## config.mk

```make
export PLATFORM = sky130hd
export DESIGN_NAME = fast_sig_bank
export DESIGN_NICKNAME = d
export VERILOG_FILES = /design/src/rtl/fsb_pkg.sv /design/src/rtl/fsb_dec.sv /design/src/rtl/fsb_slot.sv /design/src/rtl/fsb_rd.sv /design/src/rtl/fast_sig_bank.sv
export SDC_FILE = /design/constraint.sdc
export NUM_CORES = 1
export LEC_CHECK = 0
export CELL_PAD_IN_SITES_DETAIL_PLACEMENT = 1
export CELL_PAD_IN_SITES_GLOBAL_PLACEMENT = 1
export CORE_ASPECT_RATIO = 2
export CORE_UTILIZATION = 43
export CTS_BUF_LIST = sky130_fd_sc_hd__clkbuf_4 sky130_fd_sc_hd__clkbuf_8
export CTS_CLUSTER_DIAMETER = 40
export DETAILED_ROUTE_END_ITERATION = 16
export DONT_BUFFER_PORTS = 1
export PLACE_DENSITY = 0.73
export SLEW_MARGIN = 20
export SYNTH_ARGS = -nofsm -noshare
export SYNTH_HDL_FRONTEND = slang
export SYNTH_HIERARCHICAL = 1
export SYNTH_SLANG_ARGS = --single-unit
```

## constraint.sdc

```tcl
create_clock -name clk_i -period 3.1 [get_ports clk_i]
set_clock_uncertainty 0.1 [all_clocks]
set_input_delay 0.31 -clock clk_i [delete_from_list [all_inputs] [get_ports clk_i]]
set_output_delay 0.31 -clock clk_i [all_outputs]
set_load 0.005 [all_outputs]
```

## src/rtl/fsb_pkg.sv

```systemverilog
package fsb_pkg;

    // Source selected for the receiver read data register
    typedef enum logic [1:0] {
        RSEL_NONE = 2'd0,
        RSEL_DATA = 2'd1,
        RSEL_ENAB = 2'd2,
        RSEL_STAT = 2'd3
    } rsel_e;

    function automatic int idx_width(input int n);
        return (n > 1) ? $clog2(n) : 1;
    endfunction

endpackage

```

## src/rtl/fsb_dec.sv

```systemverilog
module fsb_dec #(
    parameter int NUM_CH    = 8,
    parameter int ADDR_W    = 8,
    parameter int FAST_BASE = 'h8C,
    parameter int ENAB_ADDR = 'hC0,
    parameter int CLR_ADDR  = 'hC4,
    parameter int STAT_ADDR = 'hC8,
    parameter int IDX_W     = fsb_pkg::idx_width(NUM_CH)
) (
    input  logic [ADDR_W-1:0] addr_i,
    output logic              fast_o,
    output logic [IDX_W-1:0]  idx_o,
    output logic              enab_o,
    output logic              clr_o,
    output logic              stat_o
);

    localparam logic [ADDR_W:0] LO = (ADDR_W+1)'(FAST_BASE);
    localparam logic [ADDR_W:0] HI = (ADDR_W+1)'(FAST_BASE + 4*NUM_CH);

    logic [ADDR_W:0] ext;
    logic [ADDR_W:0] off;
    logic            unused_off_bits;

    always_comb begin
        ext    = {1'b0, addr_i};
        off    = ext - LO;
        fast_o = (ext >= LO) && (ext < HI) && (addr_i[1:0] == 2'b00);
        idx_o  = off[IDX_W+1:2];
        enab_o = (addr_i == ADDR_W'(ENAB_ADDR));
        clr_o  = (addr_i == ADDR_W'(CLR_ADDR));
        stat_o = (addr_i == ADDR_W'(STAT_ADDR));
    end

    assign unused_off_bits = ^off;

endmodule

```

## src/rtl/fsb_slot.sv

```systemverilog
module fsb_slot #(
    parameter int DATA_W = 32
) (
    input  logic              clk_i,
    input  logic              rst_ni,
    input  logic              set_i,
    input  logic              clr_i,
    input  logic [DATA_W-1:0] wdata_i,
    output logic [DATA_W-1:0] data_o,
    output logic              flag_o
);

    typedef struct packed {
        logic              flag;
        logic [DATA_W-1:0] data;
    } slot_t;

    slot_t st_d, st_q;

    always_comb begin
        st_d = st_q;
        if (clr_i) begin
            st_d.flag = 1'b0;
        end
        // a write in the same cycle as a clear keeps the flag raised
        if (set_i) begin
            st_d.flag = 1'b1;
            st_d.data = wdata_i;
        end
    end

    always_ff @(posedge clk_i or negedge rst_ni) begin
        if (!rst_ni) begin
            st_q <= '0;
        end else begin
            st_q <= st_d;
        end
    end

    assign data_o = st_q.data;
    assign flag_o = st_q.flag;


    set_takes_chk: assert property (@(posedge clk_i) disable iff (!rst_ni)
        set_i |=> (flag_o && (data_o == $past(wdata_i))));


    clr_drops_chk: assert property (@(posedge clk_i) disable iff (!rst_ni)
        (clr_i && !set_i) |=> !flag_o);


    idle_holds_chk: assert property (@(posedge clk_i) disable iff (!rst_ni)
        (!set_i && !clr_i) |=> ($stable(flag_o) && $stable(data_o)));

endmodule

```

## src/rtl/fsb_rd.sv

```systemverilog
module fsb_rd #(
    parameter int NUM_CH   = 8,
    parameter int DATA_W   = 32,
    parameter int STAT_LSB = 9,
    parameter int IDX_W    = fsb_pkg::idx_width(NUM_CH)
) (
    input  logic                           clk_i,
    input  logic                           rst_ni,
    input  logic                           rd_i,
    input  fsb_pkg::rsel_e                 sel_i,
    input  logic [IDX_W-1:0]               idx_i,
    input  logic [NUM_CH-1:0][DATA_W-1:0]  data_i,
    input  logic [NUM_CH-1:0]              flags_i,
    input  logic [NUM_CH-1:0]              enab_i,
    output logic [DATA_W-1:0]              rdata_o
);

    typedef struct packed {
        logic [DATA_W-1:0] rdata;
    } rd_t;

    rd_t rd_d, rd_q;
    logic [DATA_W-1:0] word;

    always_comb begin
        word = '0;
        unique case (sel_i)
            fsb_pkg::RSEL_DATA: word = data_i[idx_i];
            fsb_pkg::RSEL_ENAB: word[STAT_LSB +: NUM_CH] = enab_i;
            fsb_pkg::RSEL_STAT: word[STAT_LSB +: NUM_CH] = flags_i;
            default:            word = '0;
        endcase
        rd_d.rdata = rd_i ? word : '0;
    end

    always_ff @(posedge clk_i or negedge rst_ni) begin
        if (!rst_ni) begin
            rd_q <= '0;
        end else begin
            rd_q <= rd_d;
        end
    end

    assign rdata_o = rd_q.rdata;


    quiet_bus_chk: assert property (@(posedge clk_i) disable iff (!rst_ni)
        !rd_i |=> (rdata_o == '0));

endmodule

```

## src/rtl/fast_sig_bank.sv

```systemverilog
module fast_sig_bank #(
    parameter int NUM_CH    = 8,
    parameter int DATA_W    = 32,
    parameter int ADDR_W    = 8,
    parameter int FAST_BASE = 'h8C,
    parameter int ENAB_ADDR = 'hC0,
    parameter int CLR_ADDR  = 'hC4,
    parameter int STAT_ADDR = 'hC8,
    parameter int STAT_LSB  = 9
) (
    input  logic              clk_i,
    input  logic              rst_ni,
    input  logic              tx_wr_i,
    input  logic [ADDR_W-1:0] tx_addr_i,
    input  logic [DATA_W-1:0] tx_wdata_i,
    input  logic              rx_wr_i,
    input  logic              rx_rd_i,
    input  logic [ADDR_W-1:0] rx_addr_i,
    input  logic [DATA_W-1:0] rx_wdata_i,
    output logic [DATA_W-1:0] rx_rdata_o,
    output logic              rx_irq_o
);

    localparam int IDX_W = fsb_pkg::idx_width(NUM_CH);

    typedef struct packed {
        logic [NUM_CH-1:0] enab;
    } ctl_t;

    ctl_t ctl_d, ctl_q;

    logic                          tx_fast;
    logic [IDX_W-1:0]              tx_idx;
    logic                          unused_tx_enab, unused_tx_clr, unused_tx_stat;
    logic                          rx_fast, rx_enab, rx_clr, rx_stat;
    logic [IDX_W-1:0]              rx_idx;
    logic                          unused_rx_wdata;
    logic [NUM_CH-1:0]             set_vec, clr_vec, flags;
    logic [NUM_CH-1:0][DATA_W-1:0] data_all;
    fsb_pkg::rsel_e                rsel;

    fsb_dec #(
        .NUM_CH(NUM_CH), .ADDR_W(ADDR_W), .FAST_BASE(FAST_BASE),
        .ENAB_ADDR(ENAB_ADDR), .CLR_ADDR(CLR_ADDR), .STAT_ADDR(STAT_ADDR),
        .IDX_W(IDX_W)
    ) u_tx_dec (
        .addr_i (tx_addr_i),
        .fast_o (tx_fast),
        .idx_o  (tx_idx),
        .enab_o (unused_tx_enab),
        .clr_o  (unused_tx_clr),
        .stat_o (unused_tx_stat)
    );

    fsb_dec #(
        .NUM_CH(NUM_CH), .ADDR_W(ADDR_W), .FAST_BASE(FAST_BASE),
        .ENAB_ADDR(ENAB_ADDR), .CLR_ADDR(CLR_ADDR), .STAT_ADDR(STAT_ADDR),
        .IDX_W(IDX_W)
    ) u_rx_dec (
        .addr_i (rx_addr_i),
        .fast_o (rx_fast),
        .idx_o  (rx_idx),
        .enab_o (rx_enab),
        .clr_o  (rx_clr),
        .stat_o (rx_stat)
    );

    assign unused_rx_wdata = ^rx_wdata_i;

    for (genvar g = 0; g < NUM_CH; g++) begin : g_slot
        assign set_vec[g] = tx_wr_i && tx_fast && (tx_idx == IDX_W'(g));
        assign clr_vec[g] = rx_wr_i && rx_clr && rx_wdata_i[STAT_LSB + g];

        fsb_slot #(.DATA_W(DATA_W)) u_slot (
            .clk_i   (clk_i),
            .rst_ni  (rst_ni),
            .set_i   (set_vec[g]),
            .clr_i   (clr_vec[g]),
            .wdata_i (tx_wdata_i),
            .data_o  (data_all[g]),
            .flag_o  (flags[g])
        );
    end

    always_comb begin
        ctl_d = ctl_q;
        if (rx_wr_i && rx_enab) begin
            ctl_d.enab = rx_wdata_i[STAT_LSB +: NUM_CH];
        end
    end

    always_ff @(posedge clk_i or negedge rst_ni) begin
        if (!rst_ni) begin
            ctl_q <= '0;
        end else begin
            ctl_q <= ctl_d;
        end
    end

    always_comb begin
        if (rx_fast) begin
            rsel = fsb_pkg::RSEL_DATA;
        end else if (rx_enab) begin
            rsel = fsb_pkg::RSEL_ENAB;
        end else if (rx_stat) begin
            rsel = fsb_pkg::RSEL_STAT;
        end else begin
            rsel = fsb_pkg::RSEL_NONE;
        end
    end

    fsb_rd #(
        .NUM_CH(NUM_CH), .DATA_W(DATA_W), .STAT_LSB(STAT_LSB), .IDX_W(IDX_W)
    ) u_rd (
        .clk_i   (clk_i),
        .rst_ni  (rst_ni),
        .rd_i    (rx_rd_i),
        .sel_i   (rsel),
        .idx_i   (rx_idx),
        .data_i  (data_all),
        .flags_i (flags),
        .enab_i  (ctl_q.enab),
        .rdata_o (rx_rdata_o)
    );

    assign rx_irq_o = |(flags & ctl_q.enab);


    stray_write_chk: assert property (@(posedge clk_i) disable iff (!rst_ni)
        (tx_wr_i && !tx_fast && !(rx_wr_i && rx_clr)) |=> $stable(flags));


    enab_load_chk: assert property (@(posedge clk_i) disable iff (!rst_ni)
        (rx_wr_i && rx_enab) |=> (ctl_q.enab == $past(rx_wdata_i[STAT_LSB +: NUM_CH])));

endmodule

```

* Word level (Yosys, flattened, before mapping)
Cells that the tools add are included.
** Storage, ports and cells
- Register bits after elaboration :: 304
- Word-level logic and storage cells :: 99
- Output and inout port bits :: 33
- Bits of input ports :: 85
** Operators by class
- Reductions and logical operators :: 35
- Bitwise gates (word level) :: 1
- Mux-type cells :: 25
- Add/sub/neg operators :: 2
- Eq/ne operators :: 13
- Order comparisons :: 5
** Operators by type and width (number)
- two-way mux 33 bit :: 8
- binary-select mux 32 bit (select 3 bit) :: 1
- two-way mux 32 bit :: 2
- == test 8 bit (second input constant) :: 3
- case mux 8 bit (3 select lines) :: 1
- logical AND 1 bit :: 23
- greater-or-equal comparator 8 bit (second input constant) :: 2
- less-than comparator 8 bit (second input constant) :: 2
- nonzero test 2 bit :: 8
- two-way mux 15 bit :: 1
- == test 3 bit (second input constant) :: 4
- subtractor 5 x 4 -> 5 bit (second input constant) :: 2
- two-way mux 9 bit :: 1
- AND 8 bit :: 1
- two-way mux 1 bit :: 8
- OR reduction 8 bit :: 1
- == test 3 x 2 -> 1 bit (second input constant) :: 2
- two-way mux 2 bit :: 3
- == test 2 bit (second input constant) :: 2
- zero test 2 bit :: 2
- less-than comparator 3 x 4 -> 1 bit (second input constant) :: 1
- == test 3 x 1 -> 1 bit (second input constant) :: 1
- zero test 3 bit :: 1
- == test 2 x 1 -> 1 bit (second input constant) :: 1

* Depth between registers and ports, before layout
Gate-level depths: netlist (run 1).
- Depth in word-level cells :: 7
- Mapped depth :: 11
- Gate-level depth less buffers :: 9

* Cells and area by module
The synthesis (run 1) kept the hierarchy.
** By module, submodules not included
- fsb_slot :: cells an instance 71, times used 8, seq. area each 825.8 µm², area an instance 1377.6 µm²
- fsb_rd :: cells an instance 239, times used 1, seq. area each 800.8 µm², area an instance 3051.7 µm²
- fast_sig_bank :: cells an instance 47, times used 1, seq. area each 200.2 µm², area an instance 478.0 µm²
- fsb_dec :: cells an instance 19, times used 2, seq. area each 0.0 µm², area an instance 151.4 µm²

* Worst setup path after synthesis (run 1)
Ideal clock, no wire load.
- Path kind :: in2reg
- From :: input rx_addr_i[1]
- To :: register u_rd.rd_q (netlist bit u_rd/rdata_o[17])
- Path buffers :: 3
- Arrival time :: 2.238 ns
- Data required time :: 2.868 ns
- Library setup time :: 0.132 ns
- Path slack :: 0.630 ns
- Stages on the path :: 9
- Cell sequence :: or3b_4 nor3_1 inv_1 a21o_1 buf_2 nand3b_1 buf_2 clkbuf_1 nor2_1
** RTL lines
- start: declaration :: line fast_sig_bank.sv:18 : input logic [ADDR_W-1:0] rx_addr_i,
- end signal: assignment :: line fsb_rd.sv:40 : rd_q <= rd_d;
- end: declaration :: line fsb_rd.sv:22 : rd_t rd_d, rd_q;

==> results of run 1 <==
## per-layer routing
| layer | global-route usage | vias to the layer above | routed length (um) |
|---|---|---|---|
| met2 | 0.3644 | 129 | 18000 |
| met5 | 0 | - | 0 |
| met3 | 0.03128 | 54 | 1034 |
| met4 | 0.06880 | 0 | 819 |
| met1 | 0.2497 | 4195 | 14020 |
| li1 | - | 3321 | - |
## how the worst max path moves through the flow
stage / end / slack, ns / cells after the start
floorplan: u_rd/rdata_o[17] / 0.63 / 9
global placement: u_rd/rdata_o[16] / 0.47 / 8
detailed placement: u_rd/rdata_o[16] / 0.38 / 8
CTS: u_rd/rdata_o[16] / 1.01 / 8
global route: u_rd/rdata_o[16] / 0.91 / 8
finish: u_rd/rdata_o[16] / 0.96 / 8
## worst register-to-register path, cell delays in order, from the launching register on
cell           delay (ns)
dfrtp_1              0.41
mux2_2               0.27
dlygate4sd3_1        0.56
## power breakdown
group | switching [mW] | total (mW) | internal, mW
combinational | 0.322 | 0.852 | 0.530
clock | 1.59 | 3.53 | 1.94
sequential | 0.147 | 4.37 | 4.22
## through the flow
| stage | instances | hold slack [ns] |
|---|---|---|
| 2_1_floorplan | 883 | -0.08559 |
| 3_3_place_gp | 1283 | -0.07548 |
| 3_5_place_dp | 1283 | -0.07760 |
| 4_1_cts | 1411 | -0.7155 |
| 5_1_grt | 1414 | -0.6952 |
| 6_report | 1414 | -0.6604 |
## state kept, by name, indices dropped and copies added, names as in the netlist
signal,count
u_rd/rdata_o,32
g_slot.u_slot/flag_o,8
g_slot.u_slot/data_o,256
ctl_q,8
## final cells by class
class	count	area (um2)
Inverter	16	62.56
Timing Repair Buffer	70	798.3
Fill cell	3262	17310
Tap cell	436	545.5
Antenna cell	3	7.507
Clock buffer	72	903.4
Clock inverter	7	71.32
Sequential cell	304	7607
Multi-Input combinational cell	506	6449
## cells in the final DEF (no fill, tap or decap), types with 14 or more instances in the layout
cell type and instances:
mux2_4 232, dlygate4sd3_1 49, dfrtp_1 304, mux4_2 47, clkbuf_4 14, mux2i_1 64
nor2_1 35, clkbuf_8 58, mux2_2 32, inv_1 15
## timing repair
action | 4_1_cts | 5_1_grt
gates resized for setup | 0 | 0
endpoints found under the hold margin | 576 | 304
setup endpoints to repair | 0 | 0
setup buffers | 0 | 0
==> results by group, run 1 <==
Yosys
  – Syn nets: between 900 and 1000
  – Mapped Area: 14790 um2
  – Synthesis Warnings: 6
  – Post-synthesis cell count: a little under 900
  – Synthesized area per cell: approximately 17 um2

Place
  – Area after DPL: between 10000 and 15000 um2
  – Final GP Congestion: between 0.7 and 0.8
  – Port bufs: 0
  – DP Worst Slack: about 0.38 ns
  – Detailed-placement wirelength estimate: 19.42 mm

Timing
  – Max-slew headroom: 0.4472
  – Slew Limit Fails: 0
  – Least-Margin Pin Slew: between 0.8 and 0.9 ns
  – RSZ-0062 raised after global routing: no
  – Tmin final: 2.139 ns
  – FMAX: ~0.47 GHz
  – Setup violations, final: 0
  – Hold slack final: -0.6604 ns
  – Fin crit share: 0.6899
  – Final Hold Fails: 304
  – Min setup slack post-route: 0.9612 ns
  – Post-route setup TNS: 0 ns

GRT
  – GRT Total Usage: 0.2043
  – Initial antenna violation count: 3
  – Largest net degree at the start of global routing: around 310
  – GR Overflow Total: 0
  – Vias in the first global route: between 9000 and 10000
  – First-pass GRT wire length: ~55 mm

Status
  – Status: finished, violations left
  – Failing checks: hold timing

Clock tree
  – CTS Hold Bufs: 49
  – CTS max path bufs: 3
  – CTS H-Tree Depth: 2
  – TritonCTS Buffers: 45
  – Worst-path clk slew: 0.07 ns
  – Clock root cell: clkbuf_8
  – TritonCTS Sinks: a little over 300
  – Clock tree from TritonCTS: done
  – Clock Latency Late Sink: about 0.57 ns

Worst setup path
  – Startpoint Class: input pin
  – Worst reg2reg setup slack: 1.64 ns
  – Top delay family on crit path: simple AND/OR/NAND/NOR gates
  – Max incr delay on CP: about 0.43 ns
  – CP max stage cell: nor3_1
  – CP Max Fanout: 32
  – Critical-path cell list: or3b_4 -> nor3_1 -> inv_1 -> a21o_1 -> nand3b_1 -> buf_12 -> a21oi_1 -> a31o_2
  – Worst reg2reg path depth: 2
  – Worst r2r src: ctl_q[1]
  – Worst Setup SP: rx_addr_i[1]
  – RR Endpoint: ctl_q[1]
  – Buf+Inv Stages, Crit Path: 2
  – Worst Setup End Kind: flop
  – Worst EP required: 3.45 ns
  – Worst EP arrival: about 2.5 ns
  – Crit path kind: in2reg

Die
  – Die Y: ~260 um
  – Die area: between 30000 and 40000 um2
  – # rows: 95
  – Starting Density: 0.4382
  – Total I/O pin count: 118
  – Die W: about 130 um
  – CORE AREA: 33760 um2

Routing
  – Drt initial violations: between 300 and 400
  – Drt pass-1 iters: 4
  – Total routed wirelength: approximately 34 mm
  – Post-DRT Antenna Nets: 0
  – Vias per cell: 5.445
  – Post-DR wirelength/cell: 23.96 um
  – DR vias: around 7700
  – DRC viols: 0

Final layout
  – Final Cell Area: about 16000 um2
  – Layout cells sized above 1: 0.4544
  – Area Overhead vs Synth: 11.16%
  – Fin util: 0.4871
  – Nets@finish: 1036

Pwr
  – P per Cell Area: between 500 and 600 nW/um2
  – Max IR drop VDD: 0.0002863 V
  – P_leak: 7.748 nW
  – Overall power: between 8 and 9 mW

Run
  – Max cap viols: 0

Hold path
  – Type of the tightest min-delay check: in2async
(Power assumes the default switching activity.)
==> inputs of run 2 (changes only) <==
Clock period 3.1 ns to 2.21 ns, I/O delays scaled along.
==> run 2 against run 1 <==
  * Critical path depth stayed put
  * Sequential power grew 40%
  * Clock power is 46% higher
  * Largest cell class unchanged
  * Wire length grew 1.8%
  * Via count rose by 0.32%
  * Register-to-register slack worse by 0.88 ns
  * Combinational power increased by 47%
  * Non-clock buffer count increased by 32
  * The run still ends with hold timing left
  * Critical endpoint is now g_slot[0].u_slot/data_o[29]
  * Clock-buffer cell count down 5
  * Total power is 43% higher
==> results by group, run 2 (same netlist as run 1, synthesis figures left out) <==
Status
  – Status: finished, violations left
  – Failing checks: hold timing

Worst setup path
  – Buf+Inv Stages, Crit Path: 3
  – Worst EP required: 2.57 ns
  – CP max stage cell: or3b_4
  – Worst r2r src: ctl_q[5]
  – Critical-path cell list: or3b_4 -> nor4b_2 -> nand3b_1 -> buf_4 -> nor3_2 -> buf_4 -> buf_12 -> mux2_2
  – Worst reg2reg setup slack: between 0.7 and 0.8 ns
  – Startpoint Class: input pin
  – Crit path kind: in2reg
  – RR Endpoint: ctl_q[5]
  – Worst Setup End Kind: flop
  – Worst reg2reg path depth: 2
  – CP Max Fanout: 10
  – CP dominant cell by count: buf_4
  – Worst EP arrival: roughly 2.2 ns
  – Worst Setup SP: tx_addr_i[1]
  – Max incr delay on CP: about 0.37 ns
  – Top delay family on crit path: simple AND/OR/NAND/NOR gates

Routing
  – DR vias: ~7700
  – Drt initial violations: 382
  – Post-DRT Antenna Nets: 0
  – Vias per cell: between 5 and 6
  – DRC viols: 0
  – Drt pass-1 iters: 4
  – Post-DR wirelength/cell: between 20 and 25 um
  – Total routed wirelength: ~34 mm

Die
  – Die Y: about 260 um
  – CORE AREA: around 34000 um2
  – Die area: roughly 35000 um2
  – Total I/O pin count: 118
  – Die W: roughly 130 um
  – # rows: 95
  – Starting Density: 0.4382

Timing
  – Hold slack final: -0.7668 ns
  – RSZ-0062 raised after global routing: no
  – Setup violations, final: 0
  – Least-Margin Pin Slew: a little over 0.7 ns
  – Tmin final: ~1.8 ns
  – Max-slew headroom: 0.5288
  – FMAX: ~0.56 GHz
  – Final Hold Fails: 304
  – Fin crit share: 0.8126
  – Min setup slack post-route: about 0.41 ns
  – Slew Limit Fails: 0

Final layout
  – # fillers: 3201
  – Area Overhead vs Synth: 14.00%
  – Most frequent cells in the layout: dfrtp_1, mux2_4, mux2i_1
  – Layout cells sized above 1: 0.4717
  – Nets@finish: 1068
  – Fin util: 0.4996
  – N_diodes: 0
  – Most common cell after layout, fill and taps aside: dfrtp_1
  – Max reg flops: roughly 260

Clock tree
  – CTS resizes: 0
  – CTS Hold Bufs: 50
  – Clock root cell: clkbuf_8
  – TritonCTS Sinks: 304
  – Clock Latency Late Sink: about 0.59 ns
  – Clock tree from TritonCTS: done
  – Post-CTS setup buffers: 0
  – TritonCTS Buffers: between 40 and 50
  – Worst-path clk slew: roughly 0.070 ns
  – CTS H-Tree Depth: 2
  – CTS max path bufs: 3

GRT
  – Largest net degree at the start of global routing: around 300
  – GR Overflow Total: 0
  – Vias in the first global route: around 9200
  – First-pass GRT wire length: 55.23 mm
  – GRT Total Usage: 0.2052
  – Initial antenna violation count: 0

Pwr
  – P_leak: 7.957 nW
  – P per Cell Area: 743.5 nW/um2
  – Max IR drop VDD: around 0.00038 V

Hold path
  – Type of the tightest min-delay check: in2async

Place
  – Port bufs: 0
  – DP Worst Slack: -0.1652 ns
  – Detailed-placement wirelength estimate: approximately 22 mm
  – Final GP Congestion: between 0.7 and 0.8

Run
  – Max cap viols: 0
## run 2: changes by cell type in the layout (fill, tap and decap cells not counted), sizes merged, moves of 2 or more
| cell | delta |
|---|---|
| clkinv | +2 |
| clkbuf | -5 |
| clkinvlp | +2 |
| bufinv | +2 |
| diode | -3 |
| buf | +31 |
## run 2: per-stage QoR
step,total power [mW],hold slack (ns),area [um2],TNS (ns),std cells
2_1_floorplan,7.053,-0.1746,14800,-0.9276,883
3_3_place_gp,7.278,-0.1632,15350,-5.819,1314
3_5_place_dp,7.338,-0.1632,15350,-8.068,1314
4_1_cts,12.71,-0.8209,16860,0,1443
5_1_grt,13.02,-0.8001,16860,0,1443
6_report,12.54,-0.7668,16860,0,1443
## run 2: metal layers
| metal | up-vias | routed length [um] | global-route usage |
|---|---|---|---|
| met1 | 4150 | 13900 | 0.2491 |
| li1 | 3380 | - | - |
| met5 | - | 0 | 0 |
| met2 | 134 | 18610 | 0.3685 |
| met3 | 60 | 940 | 0.02840 |
| met4 | 0 | 1016 | 0.07279 |
## run 2: how the worst max path moves through the flow
stage	cells after the start	to	slack, ns
floorplan	9	u_rd/rdata_o[17]	-0.05
global placement	8	g_slot[0].u_slot/data_o[29]	-0.14
detailed placement	8	g_slot[0].u_slot/data_o[4]	-0.17
CTS	8	g_slot[0].u_slot/data_o[29]	0.46
global route	8	g_slot[0].u_slot/data_o[29]	0.37
finish	8	g_slot[0].u_slot/data_o[29]	0.41
## run 2: final cells by class
cell class	instances	area [um2]	share of cell area
tap	436	545.5	0.03235
inverter	16	62.56	0.003710
timing repair buffer	102	1179	0.06989
sequential	304	7607	0.4511
clock inverter	12	150.1	0.008903
multi-input combinational	506	6454	0.3827
clock buffer	67	865.8	0.05134
## run 2: power breakdown
group | switching, mW | internal [mW]
sequential | 0.211 | 5.92
clock | 2.29 | 2.87
combinational | 0.473 | 0.778
total | 2.97 | 9.57
==> inputs of run 3 (changes only) <==
Settings changed: PLACE_DENSITY 0.73 to 0.76.
Clock period 2.21 ns to 1.49 ns, I/O delays scaled along.
==> run 3 against run 2 <==
  * The flow finishes with violations (hold timing, setup timing)
  * Design area rose by 6.3%
  * Wire length rose by 25%
  * Register-to-register slack got worse by 0.77 ns
  * Sequential power rose by 49%
  * Worst setup slack got worse by 0.62 ns
  * Hold slack got worse by 0.061 ns
  * Clock-buffer cell count did not move
  * Combinational power rose by 70%
==> results by group, run 3 (same netlist as run 1, synthesis figures left out) <==
Status
  – Status: finished, violations left
  – Failing checks: hold timing, setup timing

Clock tree
  – TritonCTS Buffers: between 40 and 50
  – Clock tree from TritonCTS: done
  – CTS H-Tree Depth: 2
  – Clock Latency Late Sink: 0.59 ns
  – TritonCTS Sinks: slightly above 300
  – CTS Hold Bufs: between 40 and 50
  – Worst-path clk slew: approximately 0.080 ns
  – CTS max path bufs: 3
  – Clock root cell: clkbuf_8

Timing
  – RSZ-0062 raised after global routing: yes
  – Setup violations, final: around 240
  – Least-Margin Pin Slew: 0.7296 ns
  – Min setup slack post-route: -0.2068 ns
  – Hold slack final: -0.8278 ns
  – Fin crit share: 1.139
  – Max-slew headroom: 0.5136
  – FMAX: approximately 0.59 GHz
  – Final Hold Fails: just over 300
  – Tmin final: between 1.5 and 2 ns
  – Slew Limit Fails: 0

Die
  – # rows: 95
  – Starting Density: 0.4382
  – CORE AREA: ~34000 um2
  – Die W: between 100 and 150 um
  – Die Y: between 200 and 300 um
  – Die area: between 30000 and 40000 um2
  – Total I/O pin count: 118

Final layout
  – Max reg flops: roughly 260
  – Final Cell Area: ~18000 um2
  – Layout cells sized above 1: 0.5095
  – Fin util: 0.5309
  – Most frequent cells in the layout: dfrtp_1, mux2_4, mux2i_1
  – Area Overhead vs Synth: 21.14%
  – Nets@finish: 1118
  – Most common cell after layout, fill and taps aside: dfrtp_1

Place
  – Detailed-placement wirelength estimate: 22.05 mm
  – Final GP Congestion: 0.7624
  – Port bufs: 0
  – Area after DPL: 15660 um2

Worst setup path
  – Worst r2r src: g_slot[0].u_slot/data_o[7]
  – Crit path kind: in2reg
  – Worst reg2reg path depth: 3
  – CP Max Fanout: 5
  – Worst Setup End Kind: flop
  – Startpoint Class: input pin
  – Worst EP required: approximately 1.8 ns
  – RR Endpoint: u_rd/rdata_o[7]
  – Worst reg2reg setup slack: -0.01 ns
  – Worst EP arrival: around 2.1 ns

Routing
  – Post-DRT Antenna Nets: 0
  – Vias per cell: approximately 5.6
  – Drt initial violations: 509
  – Drt pass-1 iters: 5
  – Total routed wirelength: between 40 and 50 mm
  – Post-DR wirelength/cell: around 29 um
  – DR vias: 8380
  – DRC viols: 0

GRT
  – GR Overflow Total: 0
  – First-pass GRT wire length: 58.68 mm
  – Largest net degree at the start of global routing: approximately 300
  – Vias in the first global route: approximately 9500
  – GRT Total Usage: 0.2205
  – Initial antenna violation count: 3

Pwr
  – Overall power: around 19 mW
  – Max IR drop VDD: around 0.00058 V
  – P per Cell Area: 1041 nW/um2
  – P_leak: approximately 8.4 nW

Hold path
  – Type of the tightest min-delay check: in2async

Run
  – Max cap viols: 0
-- run 3: cell count changes in the layout (fill, tap and decap cells not counted), sizes merged --
cell / previous run / this run
diode: 0 / 3
bufinv: 3 / 2
clkinvlp: 2 / 1
clkbuf: 67 / 78
dlygate4sd3: 50 / 43
dlymetal6s4s: 0 / 1
buf: 52 / 99
clkinv: 6 / 3
-- run 3: worst max-delay path, stage by stage --
cell and delay [ns]:
or3b_4 0.39, nor4b_4 0.29, nand3_2 0.19, buf_6 0.18
nor2_4 0.19, buf_6 0.18, buf_12 0.15, mux2_4 0.31
-- run 3: through the flow --
step	cells	setup WS (ns)	hold slack, ns	TNS (ns)
after detailed placement	1330	-0.7274	-0.2326	-182.17
final	1493	-0.2068	-0.8278	-25.11
after global routing	1493	-0.2255	-0.8482	-32.98
after global placement	1330	-0.6323	-0.2335	-163.14
after floorplan	883	-0.4428	-0.2466	-110.74
after CTS	1470	-0.1107	-0.8688	-2.742
-- run 3: cell type report --
type	count	area, um2
Antenna cell	3	7.507
Sequential cell	304	7607
Clock inverter	7	91.34
Fill cell	3160	15840
Timing Repair Buffer	154	2098
Multi-Input combinational cell	506	6668
Tap cell	436	545.5
Clock buffer	67	840.8
Inverter	16	62.56
-- run 3: how the worst max path moves through the flow --
stage	from	end	slack, ns
2_1_floorplan	rx_addr_i[0]	u_rd/rdata_o[13]	-0.44
3_3_place_gp	tx_addr_i[2]	g_slot[0].u_slot/data_o[14]	-0.63
3_5_place_dp	tx_addr_i[2]	g_slot[0].u_slot/data_o[16]	-0.73
4_1_cts	ctl_q[0]	rx_irq_o	-0.11
5_1_grt	tx_addr_i[1]	g_slot[5].u_slot/data_o[30]	-0.23
6_report	tx_addr_i[1]	g_slot[5].u_slot/data_o[30]	-0.21
-- run 3: repair_timing --
| item | 4_1_cts | 5_1_grt |
|---|---|---|
| gates resized for setup | 19 | 37 |
| endpoints found under the hold margin | 590 | 304 |
| pin swaps | 4 | 6 |
| endpoints found under the setup margin | 133 | 266 |
| buffers inserted | 14 | 11 |
| cloned | 5 | 13 |
-- run 3: power breakdown --
group          leakage [nW]  switching (mW)  internal, mW  total (mW)
combinational          3.73           0.833          1.29        2.12
sequential             4.19           0.369          8.77        9.14
clock                 0.493            3.44          3.94        7.38
total                  8.41            4.64          14.0        18.6
-- run 3: metal layers --
metal / share of wire / up-vias / track usage
met5: 0 / - / 0
met4: 0.048 / 0 / 0.09859
met3: 0.038 / 96 / 0.03646
met2: 0.54 / 238 / 0.3931
met1: 0.37 / 4556 / 0.2579
li1: - / 3490 / -
